## src/rtl/dual_slope_pkg.sv

```systemverilog
package dual_slope_pkg;
  typedef enum logic [2:0] {
    PH_IDLE  = 3'd0,
    PH_CLEAR = 3'd1,
    PH_PRE   = 3'd2,
    PH_INTEG = 3'd3,
    PH_DISCH = 3'd4
  } phase_t;
endpackage

```

## src/rtl/ds_chan_gate.sv

```systemverilog
module ds_chan_gate #(
  parameter int SEL_W  = 6,
  parameter int NUM_CH = 36
) (
  input  logic             clk,
  input  logic             rst,
  input  logic [SEL_W-1:0] chan_i,
  input  logic             capture_i,
  output logic             legal_o,
  output logic [SEL_W-1:0] sel_o
);
  localparam logic [SEL_W:0] LIMIT = (SEL_W+1)'(NUM_CH);

  assign legal_o = ({1'b0, chan_i} < LIMIT);

  always_ff @(posedge clk) begin
    if (rst)
      sel_o <= '0;
    else if (capture_i)
      sel_o <= chan_i;
  end

  AST_SEL_HOLD: assert property (@(posedge clk) disable iff (rst)
    !capture_i |=> $stable(sel_o));
endmodule

```

## src/rtl/ds_phase_timer.sv

```systemverilog
module ds_phase_timer #(
  parameter int TMR_W = 13
) (
  input  logic             clk,
  input  logic             rst,
  input  logic             load_i,
  input  logic [TMR_W-1:0] value_i,
  output logic             zero_o
);
  logic [TMR_W-1:0] remain;

  always_ff @(posedge clk) begin
    if (rst)
      remain <= '0;
    else if (load_i)
      remain <= value_i;
    else if (remain != '0)
      remain <= remain - 1'b1;
  end

  assign zero_o = (remain == '0);

  AST_TMR_DOWN: assert property (@(posedge clk) disable iff (rst)
    (!load_i && !zero_o) |=> (remain == $past(remain) - 1'b1));
endmodule

```

## src/rtl/ds_disch_counter.sv

```systemverilog
module ds_disch_counter #(
  parameter int CNT_W = 13
) (
  input  logic             clk,
  input  logic             rst,
  input  logic             step_i,
  input  logic             cmp_low_i,
  output logic             finish_o,
  output logic [CNT_W-1:0] result_o,
  output logic             overflow_o
);
  localparam logic [CNT_W-1:0] ALL1 = '1;

  logic [CNT_W-1:0] cnt;
  logic             saturated;

  assign saturated = (cnt == ALL1);
  assign finish_o  = step_i && (cmp_low_i || saturated);

  always_ff @(posedge clk) begin
    if (rst)
      cnt <= '0;
    else if (!step_i)
      cnt <= '0;
    else if (!finish_o)
      cnt <= cnt + 1'b1;
  end

  always_ff @(posedge clk) begin
    if (rst) begin
      result_o   <= '0;
      overflow_o <= 1'b0;
    end else if (finish_o) begin
      result_o   <= cmp_low_i ? cnt : ALL1;
      overflow_o <= !cmp_low_i;
    end
  end

  AST_OVF_ALLONES: assert property (@(posedge clk) disable iff (rst)
    overflow_o |-> (&result_o));
  AST_RESULT_HOLD: assert property (@(posedge clk) disable iff (rst)
    !finish_o |=> ($stable(result_o) && $stable(overflow_o)));
  AST_CNT_NO_WRAP: assert property (@(posedge clk) disable iff (rst)
    (step_i && !finish_o) |=> (cnt != '0));
endmodule

```

## src/rtl/dual_slope_seq.sv

```systemverilog
module dual_slope_seq
  import dual_slope_pkg::*;
#(
  parameter int CHARGE_LOG2 = 12,
  parameter int CNT_W       = 13,
  parameter int SEL_W       = 6,
  parameter int NUM_CH      = 36,
  parameter int CLEAR_CYC   = 8,
  parameter int PRE_CYC     = 8
) (
  input  logic             clk,
  input  logic             rst,
  input  logic             start_i,
  input  logic [SEL_W-1:0] chan_i,
  input  logic             cmp_low_i,
  output logic             cap_clear_o,
  output logic             precharge_o,
  output logic             charge_en_o,
  output logic             discharge_en_o,
  output logic [SEL_W-1:0] chan_sel_o,
  output logic [CNT_W-1:0] result_o,
  output logic             overflow_o,
  output logic             done_o,
  output logic             chan_err_o
);
  localparam int CHG_LEN = 1 << CHARGE_LOG2;
  localparam int LONGEST = (CHG_LEN > CLEAR_CYC) ?
                           ((CHG_LEN > PRE_CYC) ? CHG_LEN : PRE_CYC) :
                           ((CLEAR_CYC > PRE_CYC) ? CLEAR_CYC : PRE_CYC);
  localparam int TMR_W = $clog2(LONGEST + 1);
  localparam logic [TMR_W-1:0] LD_CLEAR = TMR_W'(CLEAR_CYC - 1);
  localparam logic [TMR_W-1:0] LD_PRE   = TMR_W'(PRE_CYC - 1);
  localparam logic [TMR_W-1:0] LD_INTEG = TMR_W'(CHG_LEN - 1);

  phase_t           phase, phase_nxt;
  logic             legal, accept, refuse;
  logic             tmr_load, tmr_zero;
  logic [TMR_W-1:0] tmr_val;
  logic             finish;

  assign accept = start_i && (phase == PH_IDLE) && legal;
  assign refuse = start_i && (phase == PH_IDLE) && !legal;

  ds_chan_gate #(.SEL_W(SEL_W), .NUM_CH(NUM_CH)) u_gate (
    .clk       (clk),
    .rst       (rst),
    .chan_i    (chan_i),
    .capture_i (accept),
    .legal_o   (legal),
    .sel_o     (chan_sel_o)
  );

  ds_phase_timer #(.TMR_W(TMR_W)) u_timer (
    .clk     (clk),
    .rst     (rst),
    .load_i  (tmr_load),
    .value_i (tmr_val),
    .zero_o  (tmr_zero)
  );

  ds_disch_counter #(.CNT_W(CNT_W)) u_count (
    .clk        (clk),
    .rst        (rst),
    .step_i     (phase == PH_DISCH),
    .cmp_low_i  (cmp_low_i),
    .finish_o   (finish),
    .result_o   (result_o),
    .overflow_o (overflow_o)
  );

  always_comb begin
    phase_nxt = phase;
    tmr_load  = 1'b0;
    tmr_val   = '0;
    unique case (phase)
      PH_IDLE: if (accept) begin
        phase_nxt = PH_CLEAR;
        tmr_load  = 1'b1;
        tmr_val   = LD_CLEAR;
      end
      PH_CLEAR: if (tmr_zero) begin
        phase_nxt = PH_PRE;
        tmr_load  = 1'b1;
        tmr_val   = LD_PRE;
      end
      PH_PRE: if (tmr_zero) begin
        phase_nxt = PH_INTEG;
        tmr_load  = 1'b1;
        tmr_val   = LD_INTEG;
      end
      PH_INTEG: if (tmr_zero) phase_nxt = PH_DISCH;
      PH_DISCH: if (finish)   phase_nxt = PH_IDLE;
      default: phase_nxt = PH_IDLE;
    endcase
  end

  always_ff @(posedge clk) begin
    if (rst) begin
      phase          <= PH_IDLE;
      cap_clear_o    <= 1'b0;
      precharge_o    <= 1'b0;
      charge_en_o    <= 1'b0;
      discharge_en_o <= 1'b0;
      done_o         <= 1'b0;
      chan_err_o     <= 1'b0;
    end else begin
      phase          <= phase_nxt;
      cap_clear_o    <= (phase_nxt == PH_CLEAR);
      precharge_o    <= (phase_nxt == PH_PRE);
      charge_en_o    <= (phase_nxt == PH_INTEG);
      discharge_en_o <= (phase_nxt == PH_DISCH);
      done_o         <= finish;
      chan_err_o     <= refuse;
    end
  end

  // Checker-only run length of the charge enable.
  logic [TMR_W:0] chg_run;
  always_ff @(posedge clk) begin
    if (rst || !charge_en_o)
      chg_run <= '0;
    else
      chg_run <= chg_run + 1'b1;
  end

  AST_ONE_CTRL: assert property (@(posedge clk) disable iff (rst)
    $onehot0({cap_clear_o, precharge_o, charge_en_o, discharge_en_o}));
  AST_CHARGE_LEN: assert property (@(posedge clk) disable iff (rst)
    $fell(charge_en_o) |-> ((32'(chg_run) == CHG_LEN) && discharge_en_o));
  AST_DONE_PULSE: assert property (@(posedge clk) disable iff (rst)
    done_o |=> !done_o);
  AST_DONE_QUIET: assert property (@(posedge clk) disable iff (rst)
    done_o |-> !(cap_clear_o || precharge_o || charge_en_o || discharge_en_o));
  AST_ERR_NO_RUN: assert property (@(posedge clk) disable iff (rst)
    chan_err_o |-> (!cap_clear_o && !precharge_o && !charge_en_o));
  AST_BUSY_NO_ERR: assert property (@(posedge clk) disable iff (rst)
    (phase != PH_IDLE) |=> !chan_err_o);
endmodule

```

## config.mk

```make
export PLATFORM = sky130hd
export DESIGN_NAME = dual_slope_seq
export DESIGN_NICKNAME = d
export VERILOG_FILES = /design/src/rtl/dual_slope_pkg.sv /design/src/rtl/ds_chan_gate.sv /design/src/rtl/ds_phase_timer.sv /design/src/rtl/ds_disch_counter.sv /design/src/rtl/dual_slope_seq.sv
export SDC_FILE = /design/constraint.sdc
export NUM_CORES = 1
export LEC_CHECK = 0
export BUFFER_PORTS_ARGS = -buffer_cell sky130_fd_sc_hd__buf_2
export CELL_PAD_IN_SITES_DETAIL_PLACEMENT = 1
export CELL_PAD_IN_SITES_GLOBAL_PLACEMENT = 2
export CORE_MARGIN = 10
export CORE_UTILIZATION = 40
export CTS_BUF_LIST = sky130_fd_sc_hd__clkbuf_2
export DETAILED_ROUTE_END_ITERATION = 8
export PLACE_DENSITY_LB_ADDON = 0.12
export SKIP_LAST_GASP = 1
export SYNTH_ARGS = -nofsm -noshare
export SYNTH_HDL_FRONTEND = slang
export SYNTH_HIERARCHICAL = 1
export SYNTH_SLANG_ARGS = --single-unit
```

## constraint.sdc

```tcl
create_clock -name clk -period 5.3 [get_ports clk]
set_input_delay 0 -clock clk [delete_from_list [all_inputs] [get_ports clk]]
set_output_delay 0 -clock clk [all_outputs]
set_load 0.005 [all_outputs]
```

==> results of run 1 <==
-- worst max-delay path by stage --
stage	startpoint	to	slack (ps)	cells past startpoint
after global routing	u_timer/remain[0]	u_timer/remain[8]	1760	10
final	u_timer/remain[0]	u_timer/remain[8]	2040	10
after global placement	u_timer/remain[0]	u_timer/remain[8]	2210	10
after CTS	u_timer/remain[0]	u_timer/remain[8]	2040	10
after detailed placement	u_timer/remain[0]	u_timer/remain[8]	2080	10
after floorplan	u_timer/remain[0]	u_timer/remain[8]	2540	11
-- report_power, final --
group          internal (W)  switching (W)
Combinational      0.000222       0.000245
Sequential         0.000469      0.0000551
Clock             0.0000335       0.000138
Total              0.000725       0.000438
-- worst register-to-register path, stage by stage (launching register included) --
cell and delay (ps):
dfxtp_1 390, inv_1 110, ha_1 170, or4b_2 640, nor4_2 150, buf_4 270
nand2b_1 140, nor3b_1 920, inv_1 110, a21oi_1 190, o31a_1 150
-- through the flow --
step / hold slack (ps) / instance area (um2) / power (W) / utilization (%) / setup slack (ps)
after floorplan: 69.1 / 2760 / 0.000902 / - / 2540
after global placement: 233 / 2920 / 0.000993 / 43.2 / 2210
after detailed placement: 247 / 2920 / 0.000996 / 43.2 / 2080
after CTS: 95.0 / 3040 / 0.00118 / 45.0 / 2040
after global routing: 99.5 / 3040 / 0.00125 / 45.0 / 1760
final: 108 / 3040 / 0.00116 / 45.0 / 2040
-- layout make-up --
| type | instances | share of cell area, % |
|---|---|---|
| repair buffers | 47 | 9.38 |
| well taps | 80 | 3.29 |
| multi-input cells | 215 | 48.5 |
| clock inverters | 2 | 0.412 |
| clock buffers | 6 | 0.988 |
| inverters | 10 | 1.23 |
| flip-flops and latches | 55 | 36.2 |
-- logic make-up after synthesis --
kind of cell | synth area share, %
fa+ha+maj | 1.36
buf+inv | 7.07
flops | 39.9
compound gates | 18.8
other cells | 0.136
simple gates | 27.3
xor+xnor | 2.54
mux | 2.94
-- flip-flops by register name (all words and copies together) (netlist names) --
register and flops:
u_count/cnt 13, u_count/overflow_o 1, charge_en_o 1, cap_clear_o 1, u_timer/remain 13, phase 3
u_gate/sel_o 6, done_o 1, discharge_en_o 1, u_count/result_o 13, chan_err_o 1, precharge_o 1
-- Yosys cell counts, types with 6 or more instances --
| cell type | number | area share [%] |
|---|---|---|
| dfxtp_1 | 55 | 40 |
| a21oi_1 | 22 | 4.0 |
| inv_1 | 10 | 1.4 |
| o21ai_0 | 6 | 1.1 |
| mux2i_1 | 7 | 2.5 |
| xnor2_1 | 8 | 2.5 |
| clkbuf_1 | 6 | 0.82 |
| a21oi_2 | 7 | 2.2 |
| nand2_1 | 19 | 2.6 |
| nor3_1 | 11 | 2.0 |
| nor2_1 | 28 | 3.8 |
| nand3_1 | 6 | 1.1 |
| nor3_2 | 7 | 2.5 |
-- routing by layer --
metal | global-route usage (%) | share of wire [%]
met1 | 16.6 | 46
met2 | 24.0 | 51
met3 | 2.41 | 2.3
met4 | 3.53 | 0.38
met5 | 0 | 0
==> impl_metrics.yaml, run 1 <==
timing:
  period_share_pct: 61.6
  timing.final.crit_period_ps: 3260
  worst_slew_pin_slew_ps: 1140
  tns_ps: 0
  max_freq_mhz: 307
  relSlewSlack_pct: 23.8
  rsz0062_at_grt: "false"
  final.setup_skew_ps: 29.9
  hold_violations: 0
  drv_slew: 0
  setup_violations: 0
route:
  vias: 2286
  wirelength_mm: 6.83
  ant_nets: 0
  drc: 0
  first_iter_violations: 53
  dr.pass1.iters: 4
  avgViaCountPerCell: 5.51
  wl_per_cell_um: 16.4
setup_path:
  cp_common_cell: "inv_1"
  rr_worst_depth: 10
  arrival_ps: 3670
  criticalPathCategory: "register to register"
  slowest_stage: "nor3b_1"
  r2r_slack_ps: 2040
  endpoint_kind: "register"
  critPathTopFamily: "simple AND/OR/NAND/NOR gates"
  required_ps: 5710
  reg2reg_from: "u_timer/remain[0]"
  crit_path_max_fanout: 19
  path_cells: "inv_1 > ha_1 > or4b_2 > nor4_2 > buf_4 > nand2b_1 > nor3b_1 > inv_1 > a21oi_1 > o31a_1"
  r2r_end: "u_timer/remain[8]"
  max_stage_delay_ps: 920
  crit_buf_inv: 3
  startpoint_type: "register"
clocking:
  cts_tree: "done"
  ctsResizeCount: 0
  clk_pin_slew_ps: 280
  ctsLongestPathBuffers: 2
  clk_latency_ps: 450
  root_buffer: "clkbuf_2"
  post_cts_buffers: 0
  htree_levels: 2
  cts_hold_buffers: 8
  cts_sinks: 55
  numCtsBuffers: 5
global_routing:
  grt_usage_pct: 13.6
  antenna_found_initial: 0
  grt_pass1_vias: 2300
  grt_pass1_wl_mm: 11.7
  grt_overflow: 0
  grt_max_degree: 41
power_and_ir_drop:
  p_per_area_nw_per_um2: 382
  peakVddDrop_uv: 238
  cellLeakagePower_nw: 1.14
final_layout:
  fin_cells: 415
  mostFrequentLayoutCell: "dfxtp_1"
  layout-drive-gt1-share_pct: 24.5
  nFillCells: 819
  layout_common_cells: "dfxtp_1 (55), buf_2 (35), nor2_1 (28), a21oi_1 (22), nand2_1 (19)"
  syn2layout_area_growth_pct: 10.1
  final_nets: 347
  n_antenna_cell: 0
  seq_area_um2: 1100
  multiInputGateArea_um2: 1470
run:
  drv_cap: 0
floorplan:
  die_y_um: 103
  die_width_um: 103
  start_util_pct: 40.9
  io_pins: 36
  rows: 30
  dieArea_um2: 10600
  core-area_um2: 6760
worst_hold_path:
  hp-start: "rst"
  hold_end: "u_gate/sel_o[4]"
  hold_depth: 2
  hold_class: "input pin to register"
synth:
  ys_seq_area_share_pct: 39.9
  synth_cells: 299
  ys.flop_type: "dfxtp_1"
  synth_cell_types: 66
  synth-edff-count: 0
  async_reset_ff_share_pct: 0
  synth_seq_cells: 55
  synth_nets: 312
  synth.avg_cell_area_um2: 9.24
  syn_area_um2: 2760
  yosys_warnings: 6
outcome:
  outcome: "finished, final reports clean"
placed_design:
  place.gp.congestion: 0.790
  io_buffers: 35
  hpwl_mm: 4.78
  placed_cells: 399
No activity file was read; power rests on OpenSTA's default activity.
==> run 2, diff against run 1 <==
Settings changed: CORE_UTILIZATION 40 to 33.
Clock period 5.3 ns to 2.6 ns, I/O delays scaled along.
==> run 2 against run 1 <==
Net effect:
- setup slack worse by 1700 ps
- sequential power up 100%
- clock power up 130%
- non-clock buffer count up 13
- count of clock-buffer cells in the layout down 1
- final cell count up 9.2%
- critical endpoint is now u_timer/remain[5]
==> impl_metrics.yaml, run 2 (synthesized netlist as in run 1, its figures left out) <==
final_layout:
  nFillCells: 990
  layout_common_cells: "dfxtp_1 (54), buf_2 (35), nor2_1 (28), a21oi_1 (22), nand2_1 (19)"
  n_antenna_cell: 0
  layout-drive-gt1-share_pct: 27.6
  mostFrequentLayoutCell: "dfxtp_1"
  syn2layout_area_growth_pct: 16.4
  largestRegisters: "u_count/cnt x13, u_count/result_o x13, u_timer/remain x13"
  final_nets: 360
  finalInstanceArea_um2: 3220
placed_design:
  pre_cts_ws_ps: 54.5
  place.gp.congestion: 0.777
  io_buffers: 35
  placed_area_um2: 3040
  hpwl_mm: 5.56
worst_hold_path:
  hold_class: "input pin to register"
  hold_end: "u_gate/sel_o[1]"
  hold_depth: 4
  hp-start: "chan_i[1]"
route:
  wl_per_cell_um: 16.9
  wirelength_mm: 7.66
  avgViaCountPerCell: 5.36
  drc: 0
  dr.pass1.iters: 4
  ant_nets: 0
  first_iter_violations: 69
  vias: 2427
clocking:
  clk_pin_slew_ps: 320
  numCtsBuffers: 5
  ctsLongestPathBuffers: 2
  htree_levels: 2
  clk_latency_ps: 490
  cts_sinks: 55
  root_buffer: "clkbuf_2"
  cts_tree: "done"
  post_cts_buffers: 0
setup_path:
  criticalPathCategory: "register to register"
  r2r_slack_ps: 290
  startpoint_type: "register"
  crit_path_max_fanout: 9
  rr_worst_depth: 8
  endpoint_kind: "register"
  required_ps: 3050
  r2r_end: "u_timer/remain[5]"
  reg2reg_from: "u_timer/remain[4]"
  arrival_ps: 2750
global_routing:
  grt_pass1_wl_mm: 12.8
  grt_overflow: 0
  grt_usage_pct: 12.0
  grt_max_degree: 27
  grt_pass1_vias: 2531
  antenna_found_initial: 0
floorplan:
  core-area_um2: 8180
  dieArea_um2: 12400
  die_y_um: 111
  die_width_um: 111
  start_util_pct: 33.8
  rows: 33
  io_pins: 36
timing:
  period_share_pct: 88.7
  final.setup_skew_ps: 27.8
  tns_ps: 0
  worst_slew_pin_slew_ps: 603
  finalWorstSetupSlack_ps: 295
  max_freq_mhz: 434
  setup_violations: 0
  hold_violations: 0
  relSlewSlack_pct: 59.5
  drv_slew: 0
  timing.final.crit_period_ps: 2310
  rsz0062_at_grt: "false"
power_and_ir_drop:
  cellLeakagePower_nw: 1.21
  p_per_area_nw_per_um2: 780
  peakVddDrop_uv: 473
outcome:
  outcome: "finished, final reports clean"
run:
  drv_cap: 0
==> run 2: cell count changes in the layout (fill, tap and decap cells not counted), sizes merged <==
cell,before,now
clkbuf,6,5
inv,10,11
buf,39,51
dlygate4sd3,8,9
==> run 2: critical path: stages, from the launching register on <==
cell and delay (ps):
dfxtp_1 420, or4_1 640, nor4_4 320, nand2b_1 180, nor3b_2 210, buf_4 200, inv_1 60, a21oi_1 140
o21a_1 130
==> run 2: where the power goes <==
| group | internal, W | switching, W |
|---|---|---|
| clock network | 0.0000758 | 0.000323 |
| logic | 0.000496 | 0.000553 |
| registers | 0.000959 | 0.000101 |
==> run 2: metal layers <==
layer / wire (um) / global-route usage, % / up-vias
met5: 0 / 0 / -
met4: 53 / 2.83 / 0
met3: 234 / 2.36 / 5
met2: 3960 / 22.7 / 24
met1: 3420 / 13.4 / 1202
li1: - / - / 1196
==> run 2: through the flow <==
| step | instances | total power, W | util (%) | hold slack [ps] |
|---|---|---|---|---|
| floorplan | 299 | 0.00185 | - | 69.1 |
| global placement | 436 | 0.00205 | 37.2 | 232 |
| detailed placement | 436 | 0.00206 | 37.2 | 254 |
| CTS | 453 | 0.00248 | 39.0 | 230 |
| global route | 453 | 0.00270 | 39.3 | 241 |
| finish | 453 | 0.00251 | 39.3 | 265 |
==> run 2: how the worst max path moves through the flow <==
stage                      startpoint            endpoint  slack, ps  cells past startpoint
CTS                 u_timer/remain[0]  u_timer/remain[11]         60                      9
global placement    u_timer/remain[0]   u_timer/remain[9]        190                      9
floorplan           u_timer/remain[0]   u_timer/remain[9]          4                     12
global route        u_timer/remain[4]   u_timer/remain[5]        150                      8
finish              u_timer/remain[4]   u_timer/remain[5]        290                      8
detailed placement  u_timer/remain[0]   u_timer/remain[9]         50                      9
==> run 2: layout make-up <==
cell class                 count  area, um2  share of cell area [%]
clock buffer                   5       25.0                   0.778
clock inverter                 3       27.5                   0.856
inverter                      10       37.5                    1.17
multi-input combinational    215       1500                    46.7
sequential                    55       1100                    34.3
tap                          105        131                    4.09
timing repair buffer          60        389                    12.1
==> run 2: what timing repair did <==
action                                  in CTS  in global routing
endpoints found under the setup margin       0                 11
hold buffers                                 9                  0
gates resized for setup                      0                  5
endpoints found under the hold margin       28                  0
==> run 3, diff against run 2 <==
Settings changed: REMOVE_ABC_BUFFERS set to 1.
==> run 3 against run 2 <==
Net effect:
- setup slack worse by 46 ps
- sequential cell count stayed put
- utilization is 0.14 points lower
- critical path type unchanged
- critical endpoint is now u_timer/remain[8]
- largest cell class unchanged
- largest power group unchanged
- highest routed layer unchanged
==> impl_metrics.yaml, run 3 (synthesized netlist as in run 1, its figures left out) <==
outcome:
  outcome: "finished, final reports clean"
timing:
  timing.final.crit_period_ps: 2350
  rsz0062_at_grt: "false"
  relSlewSlack_pct: 61.2
  final.setup_skew_ps: 43.0
  hold_violations: 0
  max_freq_mhz: 425
  holdWs_ps: 316
  drv_slew: 0
  period_share_pct: 90.4
  setup_violations: 0
  worst_slew_pin_slew_ps: 577
final_layout:
  final_nets: 361
  layout_common_cells: "dfxtp_1 (54), buf_2 (35), nor2_1 (28), a21oi_1 (22), nand2_1 (19)"
  largestRegisters: "u_count/cnt x13, u_count/result_o x13, u_timer/remain x13"
  layout-drive-gt1-share_pct: 26.6
  syn2layout_area_growth_pct: 16.0
  multiInputGateArea_um2: 1500
  mostFrequentLayoutCell: "dfxtp_1"
  n_antenna_cell: 0
  nFillCells: 978
  seq_area_um2: 1100
setup_path:
  critPathLaunch: "u_timer/remain[0]"
  slowest_stage: "or4b_4"
  arrival_ps: 2740
  required_ps: 2990
  critPathTopFamily: "simple AND/OR/NAND/NOR gates"
  criticalPathCategory: "register to register"
  crit_buf_inv: 3
  startpoint_type: "register"
  path_cells: "inv_1 > ha_1 > or4b_4 > nor4_4 > nand2b_1 > nor3b_1 > buf_4 > inv_1 > a21oi_1 > o31a_1"
  crit_path_max_fanout: 9
  reg2reg_from: "u_timer/remain[0]"
  max_stage_delay_ps: 500
  endpoint_kind: "register"
  cp_common_cell: "inv_1"
route:
  dr.pass1.iters: 4
  avgViaCountPerCell: 5.21
  wl_per_cell_um: 15.9
  wirelength_mm: 7.24
  ant_nets: 0
  vias: 2366
  first_iter_violations: 66
  drc: 0
placed_design:
  hpwl_mm: 5.32
  io_buffers: 35
  place.gp.congestion: 0.769
clocking:
  cts_sinks: 55
  cts_tree: "done"
  clk_pin_slew_ps: 310
  numCtsBuffers: 5
  root_buffer: "clkbuf_2"
  clk_latency_ps: 450
  htree_levels: 2
  ctsLongestPathBuffers: 2
floorplan:
  core-area_um2: 8180
  io_pins: 36
  die_width_um: 111
  rows: 33
  die_y_um: 111
  start_util_pct: 33.8
  dieArea_um2: 12400
global_routing:
  grt_usage_pct: 11.7
  antenna_found_initial: 0
  grt_pass1_vias: 2471
  grt_overflow: 0
  grt_pass1_wl_mm: 12.7
  grt_max_degree: 25
power_and_ir_drop:
  p_per_area_nw_per_um2: 766
  cellLeakagePower_nw: 1.20
  peakVddDrop_uv: 236
  design_power_total_w: 0.00246
worst_hold_path:
  hold_class: "input pin to register"
  hp-start: "chan_i[5]"
run:
  drv_cap: 0
[run 3: power by group]
part | switching [W] | leakage (nW) | internal, W
clock | 0.000274 | 0.0241 | 0.0000599
sequential | 0.000111 | 0.447 | 0.000958
combinational | 0.000538 | 0.731 | 0.000514
total | 0.000924 | 1.20 | 0.00153
[run 3: layout make-up]
class	count	area share, %
clock buffer	5	0.781
timing repair buffer	61	12.3
multi-input combinational	215	46.7
clock inverter	3	0.469
tap	105	4.10
inverter	10	1.17
sequential	55	34.4
[run 3: per-layer routing]
metal / track usage, % / wire (um) / up-vias
met1: 14.7 / 3390 / 1154
li1: - / - / 1189
met5: 0 / 0 / -
met2: 20.3 / 3650 / 19
met3: 2.15 / 136 / 4
met4: 2.57 / 61 / 0
[run 3: tightest hold or removal path: stages]
cell           delay [ps]
dlygate4sd3_1         520
buf_2                 110
mux2i_1                60
nor2_1                 80
[run 3: what timing repair did]
item                                    in CTS  in global routing
hold buffers                                10                  0
endpoints found under the hold margin       25                  0
setup buffers                                0                  3
pin swaps                                    0                  1
endpoints found under the setup margin       2                  9
resized for setup                            1                  3
[run 3: stage by stage]
| step | utilization [%] | cells | TNS (ps) | area (um2) | setup WS (ps) |
|---|---|---|---|---|---|
| final | 39.2 | 454 | 0 | 3200 | 249 |
| after global placement | 36.9 | 433 | 0 | 3020 | 133 |
| after detailed placement | 36.9 | 433 | 0 | 3020 | 10.4 |
| after global routing | 39.2 | 454 | 0 | 3200 | 99.6 |
| after CTS | 38.8 | 451 | 0 | 3170 | 64.1 |
| after floorplan | - | 280 | -10680 | 2610 | -1000 |
[run 3: worst paths after layout]
| path | depth (start not counted) | slack (ps) | to |
|---|---|---|---|
| hold / removal | 4 | 320 | u_gate/sel_o[5] |
| setup / recovery | 10 | 250 | u_timer/remain[8] |
| setup reg to reg | 10 | 250 | u_timer/remain[8] |
| hold reg to reg | 2 | 510 | u_count/result_o[11] |
